**config.mk**
```make
export PLATFORM = sky130hd
export DESIGN_NAME = cmd_byte_deser
export DESIGN_NICKNAME = d
export VERILOG_FILES = /design/src/rtl/cmd_deser_pkg.sv /design/src/rtl/cmd_deser_ctrl.sv /design/src/rtl/cmd_deser_dp.sv /design/src/rtl/cmd_byte_deser.sv
export SDC_FILE = /design/constraint.sdc
export NUM_CORES = 1
export LEC_CHECK = 0
export BUFFER_PORTS_ARGS = -buffer_cell sky130_fd_sc_hd__buf_2
export CAP_MARGIN = 20
export CELL_PAD_IN_SITES_DETAIL_PLACEMENT = 2
export CELL_PAD_IN_SITES_GLOBAL_PLACEMENT = 2
export CORE_MARGIN = 2
export CORE_UTILIZATION = 40
export CTS_CLUSTER_SIZE = 25
export DETAILED_ROUTE_END_ITERATION = 6
export MAX_ROUTING_LAYER = met4
export PLACE_DENSITY = 0.89
export SLEW_MARGIN = 25
export SYNTH_ARGS = -nofsm -noshare
export SYNTH_HDL_FRONTEND = slang
export SYNTH_SLANG_ARGS = --single-unit
```
**constraint.sdc**
```tcl
create_clock -name clk -period 4.16 [get_ports clk]
set_clock_uncertainty 0.2 [all_clocks]
set_input_delay 0.208 -clock clk [delete_from_list [all_inputs] [get_ports clk]]
set_output_delay 0.208 -clock clk [all_outputs]
set_load 0.05 [all_outputs]
```
**src/rtl/cmd_deser_pkg.sv**
```systemverilog
package cmd_deser_pkg;
  localparam int IDX_W = 4;  // byte position field, up to 16 bytes per command

  typedef struct packed {
    logic             take;    // a byte of a live command is on the bus
    logic [IDX_W-1:0] idx;     // its position within the command
    logic             fire;    // decide the write pulse at this byte
    logic             commit;  // last byte: complete the data word
  } deserCtl_t;
endpackage

```
**src/rtl/cmd_deser_ctrl.sv**
```systemverilog
module cmd_deser_ctrl
  import cmd_deser_pkg::*;
#(
  parameter int SEQ_LEN  = 6,
  parameter int FIRE_IDX = 2
) (
  input  logic      clk,
  input  logic      rst,
  input  logic      cmdStb,
  output deserCtl_t ctl
);
  localparam logic [IDX_W-1:0] LAST_POS = IDX_W'(SEQ_LEN - 1);
  localparam logic [IDX_W-1:0] FIRE_POS = IDX_W'(FIRE_IDX);

  logic             busy;
  logic [IDX_W-1:0] nextPos;

  always_comb begin
    ctl.take   = cmdStb | busy;
    ctl.idx    = cmdStb ? '0 : nextPos;
    ctl.fire   = ctl.take && (ctl.idx == FIRE_POS);
    ctl.commit = ctl.take && (ctl.idx == LAST_POS);
  end

  always_ff @(posedge clk) begin
    if (rst) begin
      busy    <= 1'b0;
      nextPos <= '0;
    end else if (ctl.take) begin
      if (ctl.idx == LAST_POS) begin
        busy    <= 1'b0;
        nextPos <= '0;
      end else begin
        busy    <= 1'b1;
        nextPos <= ctl.idx + 1'b1;
      end
    end
  end
endmodule

```
**src/rtl/cmd_deser_dp.sv**
```systemverilog
module cmd_deser_dp
  import cmd_deser_pkg::*;
#(
  parameter int unsigned BASE_ADDR  = 'h0780,
  parameter int unsigned ADDR_MASK  = 'h07E0,
  parameter int          ADDR_BYTES = 2,
  parameter int          DATA_BYTES = 4,
  parameter int          LOCAL_W    = 5
) (
  input  logic                      clk,
  input  logic                      rst,
  input  logic [7:0]                cmdByte,
  input  deserCtl_t                 ctl,
  output logic                      wrEn,
  output logic [LOCAL_W-1:0]        localAddr,
  output logic [DATA_BYTES*8-1:0]   wrData
);
  localparam int SEQ_LEN = ADDR_BYTES + DATA_BYTES;
  localparam int ADDR_W  = ADDR_BYTES * 8;
  localparam int DATA_W  = DATA_BYTES * 8;
  localparam logic [ADDR_W-1:0] MASK_V = ADDR_W'(ADDR_MASK);
  localparam logic [ADDR_W-1:0] BASE_V = ADDR_W'(BASE_ADDR) & MASK_V;

  logic [7:0]        held [SEQ_LEN-1];
  logic [ADDR_W-1:0] rxAddr;
  logic [DATA_W-1:0] dataNext;
  logic              addrHit;
  logic              matchHold;

  genvar g;
  generate
    for (g = 0; g < SEQ_LEN - 1; g++) begin : g_hold
      always_ff @(posedge clk) begin
        if (ctl.take && (ctl.idx == IDX_W'(g))) held[g] <= cmdByte;
      end
    end
    for (g = 0; g < ADDR_BYTES; g++) begin : g_addr
      assign rxAddr[8*g +: 8] = held[g];
    end
    for (g = 0; g < DATA_BYTES - 1; g++) begin : g_data
      assign dataNext[8*g +: 8] = held[ADDR_BYTES + g];
    end
  endgenerate

  assign dataNext[DATA_W-1 -: 8] = cmdByte;
  assign addrHit = (rxAddr & MASK_V) == BASE_V;

  always_ff @(posedge clk) begin
    if (rst) begin
      wrEn      <= 1'b0;
      localAddr <= '0;
      matchHold <= 1'b0;
      wrData    <= '0;
    end else begin
      wrEn <= ctl.fire && addrHit;
      if (ctl.fire) begin
        matchHold <= addrHit;
        if (addrHit) localAddr <= rxAddr[LOCAL_W-1:0];
      end
      if (ctl.commit && matchHold) wrData <= dataNext;
    end
  end
endmodule

```
**src/rtl/cmd_byte_deser.sv**
```systemverilog
module cmd_byte_deser
  import cmd_deser_pkg::*;
#(
  parameter int unsigned BASE_ADDR  = 'h0780,
  parameter int unsigned ADDR_MASK  = 'h07E0,
  parameter int          ADDR_BYTES = 2,
  parameter int          DATA_BYTES = 4,
  parameter int          LOCAL_W    = 5,
  parameter int          EARLY      = 3
) (
  input  logic                    clk,
  input  logic                    rst,
  input  logic [7:0]              cmdByte,
  input  logic                    cmdStb,
  output logic                    wrEn,
  output logic [LOCAL_W-1:0]      localAddr,
  output logic [DATA_BYTES*8-1:0] wrData
);
  localparam int SEQ_LEN = ADDR_BYTES + DATA_BYTES;
  // the pulse is registered one edge after the deciding byte;
  // this index must not be below ADDR_BYTES
  localparam int FIRE_IDX = SEQ_LEN - EARLY - 1;

  deserCtl_t ctl;

  cmd_deser_ctrl #(
    .SEQ_LEN  (SEQ_LEN),
    .FIRE_IDX (FIRE_IDX)
  ) i_ctrl (
    .clk    (clk),
    .rst    (rst),
    .cmdStb (cmdStb),
    .ctl    (ctl)
  );

  cmd_deser_dp #(
    .BASE_ADDR  (BASE_ADDR),
    .ADDR_MASK  (ADDR_MASK),
    .ADDR_BYTES (ADDR_BYTES),
    .DATA_BYTES (DATA_BYTES),
    .LOCAL_W    (LOCAL_W)
  ) i_dp (
    .clk       (clk),
    .rst       (rst),
    .cmdByte   (cmdByte),
    .ctl       (ctl),
    .wrEn      (wrEn),
    .localAddr (localAddr),
    .wrData    (wrData)
  );
endmodule

```
==> metrics.cfg, run 1 <==
[status]
outcome = finished clean

[cells_and_area]
n_antenna_cell = 0
fillers = 778
fin_area_um2 = 3710
drive_above_1_share_pct = 22.4
area_delta_synth_final_pct = 19.2
final_util_pct = 48.5
fin_nets = 310

[yosys]
yosysWarnings = 0
postSynthCellCount = 243
syn_area_per_cell_um2 = 12.8
synthMuxAreaShare_pct = 11.9
netlist_area_um2 = 3110
synth_xor_area_share_pct = 0.563
synthAdderAreaFrac_pct = 0
synth_top_family_by_area = simple AND/OR/NAND/NOR gates
yosysSeqAreaShare_pct = 62.1
synth_compound_area_share_pct = 1.69
yosys.area_share.simple_pct = 20.6
synthDistinctLibCells = 28
yosys_register_bits = 79
synth_nets = 254

[die]
die_x_um = 92.2
die_area_um2 = 8490
ios = 49
coreArea_um2 = 7650
start_util_pct = 40.7
rows = 32
fp.dieH_um = 92.2

[sta]
relSlewSlack_pct = 38.2
hold_slack_ns = 0.191
post-route-min-period_ns = 2.30
clock.fmax_ghz = 0.434
hold_viol = 0
worst_pin_slew_ns = 0.924
setup_violations = 0
rsz0062_at_grt = no
fin_setup_tns_ns = 0
finalMaxSlewViolations = 0
period_share_pct = 55.3

[placement]
hpwl_mm = 4.68
numPortBuffers = 48
place.gp.congestion = 0.758
place_area_um2 = 3410

[clock_tree]
cts_buffers = 9
root_buffer = clkbuf_8
cts.sink_count = 79
cts_tree = built
clk-insertion-delay-late_ns = 0.35
cts_resized = 0
path_clk_slew_ns = 0.09
htree_levels = 3
clk_path_buf_depth = 2

[grt]
antenna_found_initial = 0
grt-ovfl-total = 0
track_usage_pct = 19.5
grt_pass1_wl_mm = 11.9
grt_pass1_vias = 2149
grt_max_degree = 82

[worst_setup_path]
ff2ff_setup_slack_ns = 1.86
start_kind = flop
path_delay_family = simple AND/OR/NAND/NOR gates
slowest_stage = buf_4
end_kind = flop
crit_type = flop to flop
cp.arrival_ns = 2.36
required_ns = 4.21
cp_cell_sequence = or3b_4, nor4b_4, buf_4, mux2i_1
r2r_end = i_dp.wrData[27]
crit_path_max_fanout = 32
cpPeakStageDelay_ns = 0.51
r2r_start = i_ctrl.nextPos[0]
startpoint = i_ctrl.nextPos[0]
reg2reg_depth = 4
cp_num_buf_inv = 1

[routing]
ant_nets = 0
routedWlPerCell_um = 18.6
drt_iter0_markers = 120
drc = 0
vias = 1967
routed_wl_mm = 7.56
vias_per_cell = 4.84
drt_first_pass_iters = 4

[min_path]
min_to = i_dp.wrEn
holdCritStartpoint = rst
min_path_type = input port to flop
hold_depth = 2

[power_and_ir_drop]
power_mw = 1.50
irDropWorstVdd_mv = 0.227
power_per_cell_area_nw_per_um2 = 405
power_leakage_nw = 1.36

[run]
maxCapViolations = 0

per-layer routing:
layer	up-vias	routed length, µm	track usage (%)
met2	36	3980	33.3
met5	-	0	-
met1	970	3100	21.8
li1	943	-	-
met4	0	229	9.33
met3	18	248	4.19
placed cells by master (no fill, tap or decap), types with 2 or more instances in the layout:
master and count:
nand4_1 2, o21ai_0 2, clkbuf_1 3, a21oi_1 2, inv_1 2, nand2_1 4, bufinv_16 2, nor3_1 3
mux2i_1 37, nand2b_1 75, xnor2_1 2, buf_2 47, nor2_1 6, dfxtp_1 44, buf_4 4, clkbuf_8 9
a211oi_1 2, dlygate4sd3_1 9, edfxtp_1 35, clkinv_2 2
where the power goes:
part	switching (mW)	total [mW]	internal (mW)
clock network	0.275	0.612	0.337
registers	0.00664	0.825	0.818
logic	0.0358	0.0653	0.0295
worst max-delay path by stage:
stage                            endpoint  slack (ns)  depth (start not counted)
after floorplan           i_dp.held[0][0]        2.00                          3
after global placement          wrData[2]        2.04                          4
after detailed placement  i_dp.wrData[27]        1.93                          4
after CTS                 i_dp.wrData[27]        1.82                          4
after global routing      i_dp.wrData[27]        1.70                          4
final                     i_dp.wrData[27]        1.86                          4
kinds of logic (layout without fill, tap and decap cells):
kind of cell	Yosys count	after routing
compound gates	8	8
xor+xnor	2	2
buf+inv	17	78
flops	79	79
mux	37	37
simple gates	100	100
cell type report:
type	count	area, µm²	share of cell area (%)
clock buffers	12	135	3.64
repair buffers	60	355	9.58
multi-input cells	147	1080	29.1
inverters	2	7.51	0.202
flip-flops and latches	79	1930	52.1
clock inverters	4	70.1	1.89
well taps	102	128	3.44
sequential cells by signal, indices dropped and copies added, names as in the netlist:
| register | cells |
|---|---|
| i_dp.wrData | 16 |
| i_ctrl.nextPos | 4 |
| i_dp.localAddr | 5 |
| i_dp.matchHold | 1 |
| i_dp.held | 35 |
| i_dp.wrEn | 1 |
| wrData | 16 |
| i_ctrl.busy | 1 |
per-stage QoR:
stage          setup slack [ns]  cells
2_1_floorplan              2.00    243
3_3_place_gp               2.04    381
3_5_place_dp               1.93    381
4_1_cts                    1.82    404
5_1_grt                    1.70    406
6_report                   1.86    406
worst register-to-register path, delay by kind of cell (launching register included):
kind                   cells  cell delay, ns
AND/OR/NAND/NOR            2            0.65
flip-flops                 1            0.48
buffers and inverters      1            0.51
multiplexers               1            0.38
repair_timing:
item | CTS | global route
endpoints found under the hold margin | 32 | 2
hold buffers | 7 | 2
setup buffers | 0 | 0
cells in the mapped netlist:
library cell | number | area (µm²)
a211o_1 | 1 | 8.76
a211oi_1 | 2 | 15.0
a21oi_1 | 2 | 10.0
buf_4 | 1 | 7.51
buf_6 | 4 | 45.0
clkbuf_1 | 10 | 37.5
dfxtp_1 | 44 | 881
edfxtp_1 | 35 | 1050
inv_1 | 2 | 7.51
mux2i_1 | 37 | 370
nand2_1 | 4 | 15.0
nand2b_1 | 75 | 469
nand3b_1 | 1 | 7.51
nand4_1 | 2 | 12.5
nand4b_1 | 1 | 8.76
nor2_1 | 6 | 22.5
nor2b_1 | 1 | 6.26
nor3_1 | 3 | 15.0
nor4_1 | 1 | 6.26
nor4_4 | 1 | 21.3
nor4b_4 | 1 | 23.8
o21ai_0 | 2 | 10.0
o41ai_1 | 1 | 8.76
or2_2 | 1 | 6.26
or3_1 | 1 | 6.26
or3b_4 | 1 | 11.3
or4_1 | 1 | 7.51
xnor2_1 | 2 | 17.5
Note: power is estimated with default switching activity, not from simulation.
==> run 2: changes to the inputs <==
--- a/config.mk
+++ b/config.mk
@@ -10,11 +10,11 @@
 export CELL_PAD_IN_SITES_DETAIL_PLACEMENT = 2
 export CELL_PAD_IN_SITES_GLOBAL_PLACEMENT = 2
 export CORE_MARGIN = 2
-export CORE_UTILIZATION = 40
+export CORE_UTILIZATION = 38
 export CTS_CLUSTER_SIZE = 25
 export DETAILED_ROUTE_END_ITERATION = 6
 export MAX_ROUTING_LAYER = met4
-export PLACE_DENSITY = 0.89
+export PLACE_DENSITY = 0.86
 export SLEW_MARGIN = 25
 export SYNTH_ARGS = -nofsm -noshare
 export SYNTH_HDL_FRONTEND = slang
==> constraint.sdc (replaced) <==
create_clock -name clk -period 2.3 [get_ports clk]
set_clock_uncertainty 0.2 [all_clocks]
set_input_delay 0.115 -clock clk [delete_from_list [all_inputs] [get_ports clk]]
set_output_delay 0.115 -clock clk [all_outputs]
set_load 0.05 [all_outputs]
==> run 2 against run 1 <==
  * Design area up 1.8%
  * Sequential power up 81%
  * First-iteration DRC count down 23%
  * Routed wire length up 4.6%
  * Via count up 1.5%
  * Critical endpoint is now i_dp.wrData[20]
  * Final cell count up 0.99%
  * Flip-flop and latch count unchanged
  * Critical path depth unchanged
  * Clock-buffer cell count down 3
  * Clock power up 88%
  * Highest routed layer unchanged
==> metrics.cfg, run 2 (synthesized netlist as in run 1, its figures left out) <==
[status]
outcome = finished clean

[worst_setup_path]
crit_path_max_fanout = 32  ; unchanged
required_ns = 2.37  ; -1.84 ns
cp.arrival_ns = 2.15  ; -0.21 ns
end_kind = flop
crit_type = flop to flop
start_kind = flop

[clock_tree]
cts_tree = built
cts_resized = 0  ; unchanged
cts.sink_count = 79  ; unchanged
root_buffer = clkbuf_8
post_cts_buffers = 0  ; unchanged
clk-insertion-delay-late_ns = 0.35  ; about the same
htree_levels = 3  ; unchanged
cts_buffers = 9  ; unchanged
clk_path_buf_depth = 2  ; unchanged
path_clk_slew_ns = 0.09  ; about the same

[sta]
clock.fmax_ghz = 0.481  ; +11%
post-route-min-period_ns = 2.08  ; -0.222 ns
relSlewSlack_pct = 64.8  ; +27 points
rsz0062_at_grt = no
worst_pin_slew_ns = 0.525  ; -0.399 ns
finalMaxSlewViolations = 0  ; unchanged
period_share_pct = 90.4  ; +35 points
hold_viol = 0  ; unchanged
setup_violations = 0  ; unchanged
hold_slack_ns = 0.0533  ; -0.138 ns
fin_setup_tns_ns = 0  ; unchanged

[routing]
dr.max_layer_used = met4
drc = 0  ; unchanged
vias_per_cell = 4.87  ; +0.53%
wl_met1_mm = 3.38  ; +9.1%
routedWlPerCell_um = 19.3  ; +3.6%
drt_iter0_markers = 92  ; -23%
wl_met2_mm = 4.12  ; +3.4%
drt_first_pass_iters = 4  ; unchanged
vias = 1997  ; +1.5%
route.met3.wl_um = 269  ; +8.5%
routed_wl_mm = 7.91  ; +4.6%
ant_nets = 0  ; unchanged

[cells_and_area]
reg.largest.list = i_dp.held: 35 flops, i_dp.wrData: 16 flops, wrData: 16 flops
final_util_pct = 48.3  ; -0.13 points
mostFrequentLayoutCells = 75 x nand2b_1, 48 x buf_2, 44 x dfxtp_1, 37 x mux2i_1, 35 x edfxtp_1
n_antenna_cell = 0  ; unchanged
drive_above_1_share_pct = 24.4  ; +2.0 points
top_register = i_dp.held
area_delta_synth_final_pct = 21.4
fin_nets = 314  ; +1.3%
largest_reg_flops = 35  ; unchanged
fin_area_um2 = 3770  ; +1.8%
fillers = 784  ; +0.77%
final_common_cell = nand2b_1

[die]
die_x_um = 94.5  ; +2.5%
coreArea_um2 = 7810  ; +2.1%
start_util_pct = 39.8  ; -0.83 points
fp.dieH_um = 94.5  ; +2.5%
ios = 49  ; unchanged
rows = 32  ; unchanged
die_area_um2 = 8920  ; +5.0%

[run]
maxCapViolations = 0  ; unchanged

[power_and_ir_drop]
power_leakage_nw = 1.39  ; +1.8%
power_mw = 2.77  ; +84%
irDropWorstVdd_mv = 0.282  ; +24%
power_per_cell_area_nw_per_um2 = 733  ; +81%

[grt]
grt_max_degree = 49  ; -40%
antenna_found_initial = 0  ; unchanged
track_usage_pct = 20.0  ; +0.47 points
grt_pass1_wl_mm = 12.6  ; +6.3%
grt-ovfl-total = 0  ; unchanged
grt_pass1_vias = 2271  ; +5.7%

[placement]
place_area_um2 = 3460  ; +1.6%
place.gp.congestion = 0.769  ; +1.4%
numPortBuffers = 48  ; unchanged
hpwl_mm = 4.96  ; +5.8%

[min_path]
min_path_type = input port to flop

[run 2: cell types whose count changed in the layout (fill, tap and decap cells not counted), sizes merged]
cell / delta
clkinvlp: +3
inv: +1
buf: +4
clkbuf: -3
clkinv: -1
[run 2: routing by layer]
metal  track usage, %  vias to the layer above
li1                 -                      953
met4             7.61                        0
met1             22.6                      996
met3             4.47                        8
met2             34.6                       40
met5                -                        -
[run 2: layout make-up]
type | instances | area [µm²] | area share (%)
Clock buffer | 9 | 124 | 3.28
Clock inverter | 7 | 96.3 | 2.55
Inverter | 2 | 7.51 | 0.199
Multi-Input combinational cell | 147 | 1080 | 28.6
Sequential cell | 79 | 1930 | 51.2
Tap cell | 102 | 128 | 3.38
Timing Repair Buffer | 64 | 408 | 10.8
[run 2: worst paths after layout]
| kind | start | end | slack (ns) | depth (start not counted) |
|---|---|---|---|---|
| worst max register to register | i_ctrl.nextPos[0] | i_dp.wrData[20] | 0.22 | 4 |
| worst max-delay path | i_ctrl.nextPos[0] | i_dp.wrData[20] | 0.22 | 4 |
| worst min-delay path | rst | i_ctrl.nextPos[0] | 0.05 | 2 |
| worst min register to register | wrData[10] | wrData[10] | 0.27 | 2 |
[run 2: critical path: stages (launching register included)]
cell and delay [ns]:
dfxtp_1 0.51, or3b_4 0.44, nor4b_4 0.27, buf_12 0.26
mux2i_1 0.27
[run 2: power breakdown]
part,switching [mW],internal [mW],total [mW]
registers,0.0130,1.48,1.49
logic,0.0653,0.0562,0.122
clock network,0.539,0.613,1.15
[run 2: timing repair]
action	in CTS	in global routing
hold endpoints to repair	47	0
hold buffers	9	0
endpoints found under the setup margin	0	0
[run 2: through the flow]
step                cells  setup slack (ns)
floorplan             243             0.143
global placement      385             0.365
detailed placement    385             0.272
CTS                   410             0.193
global route          410             0.140
finish                410             0.220
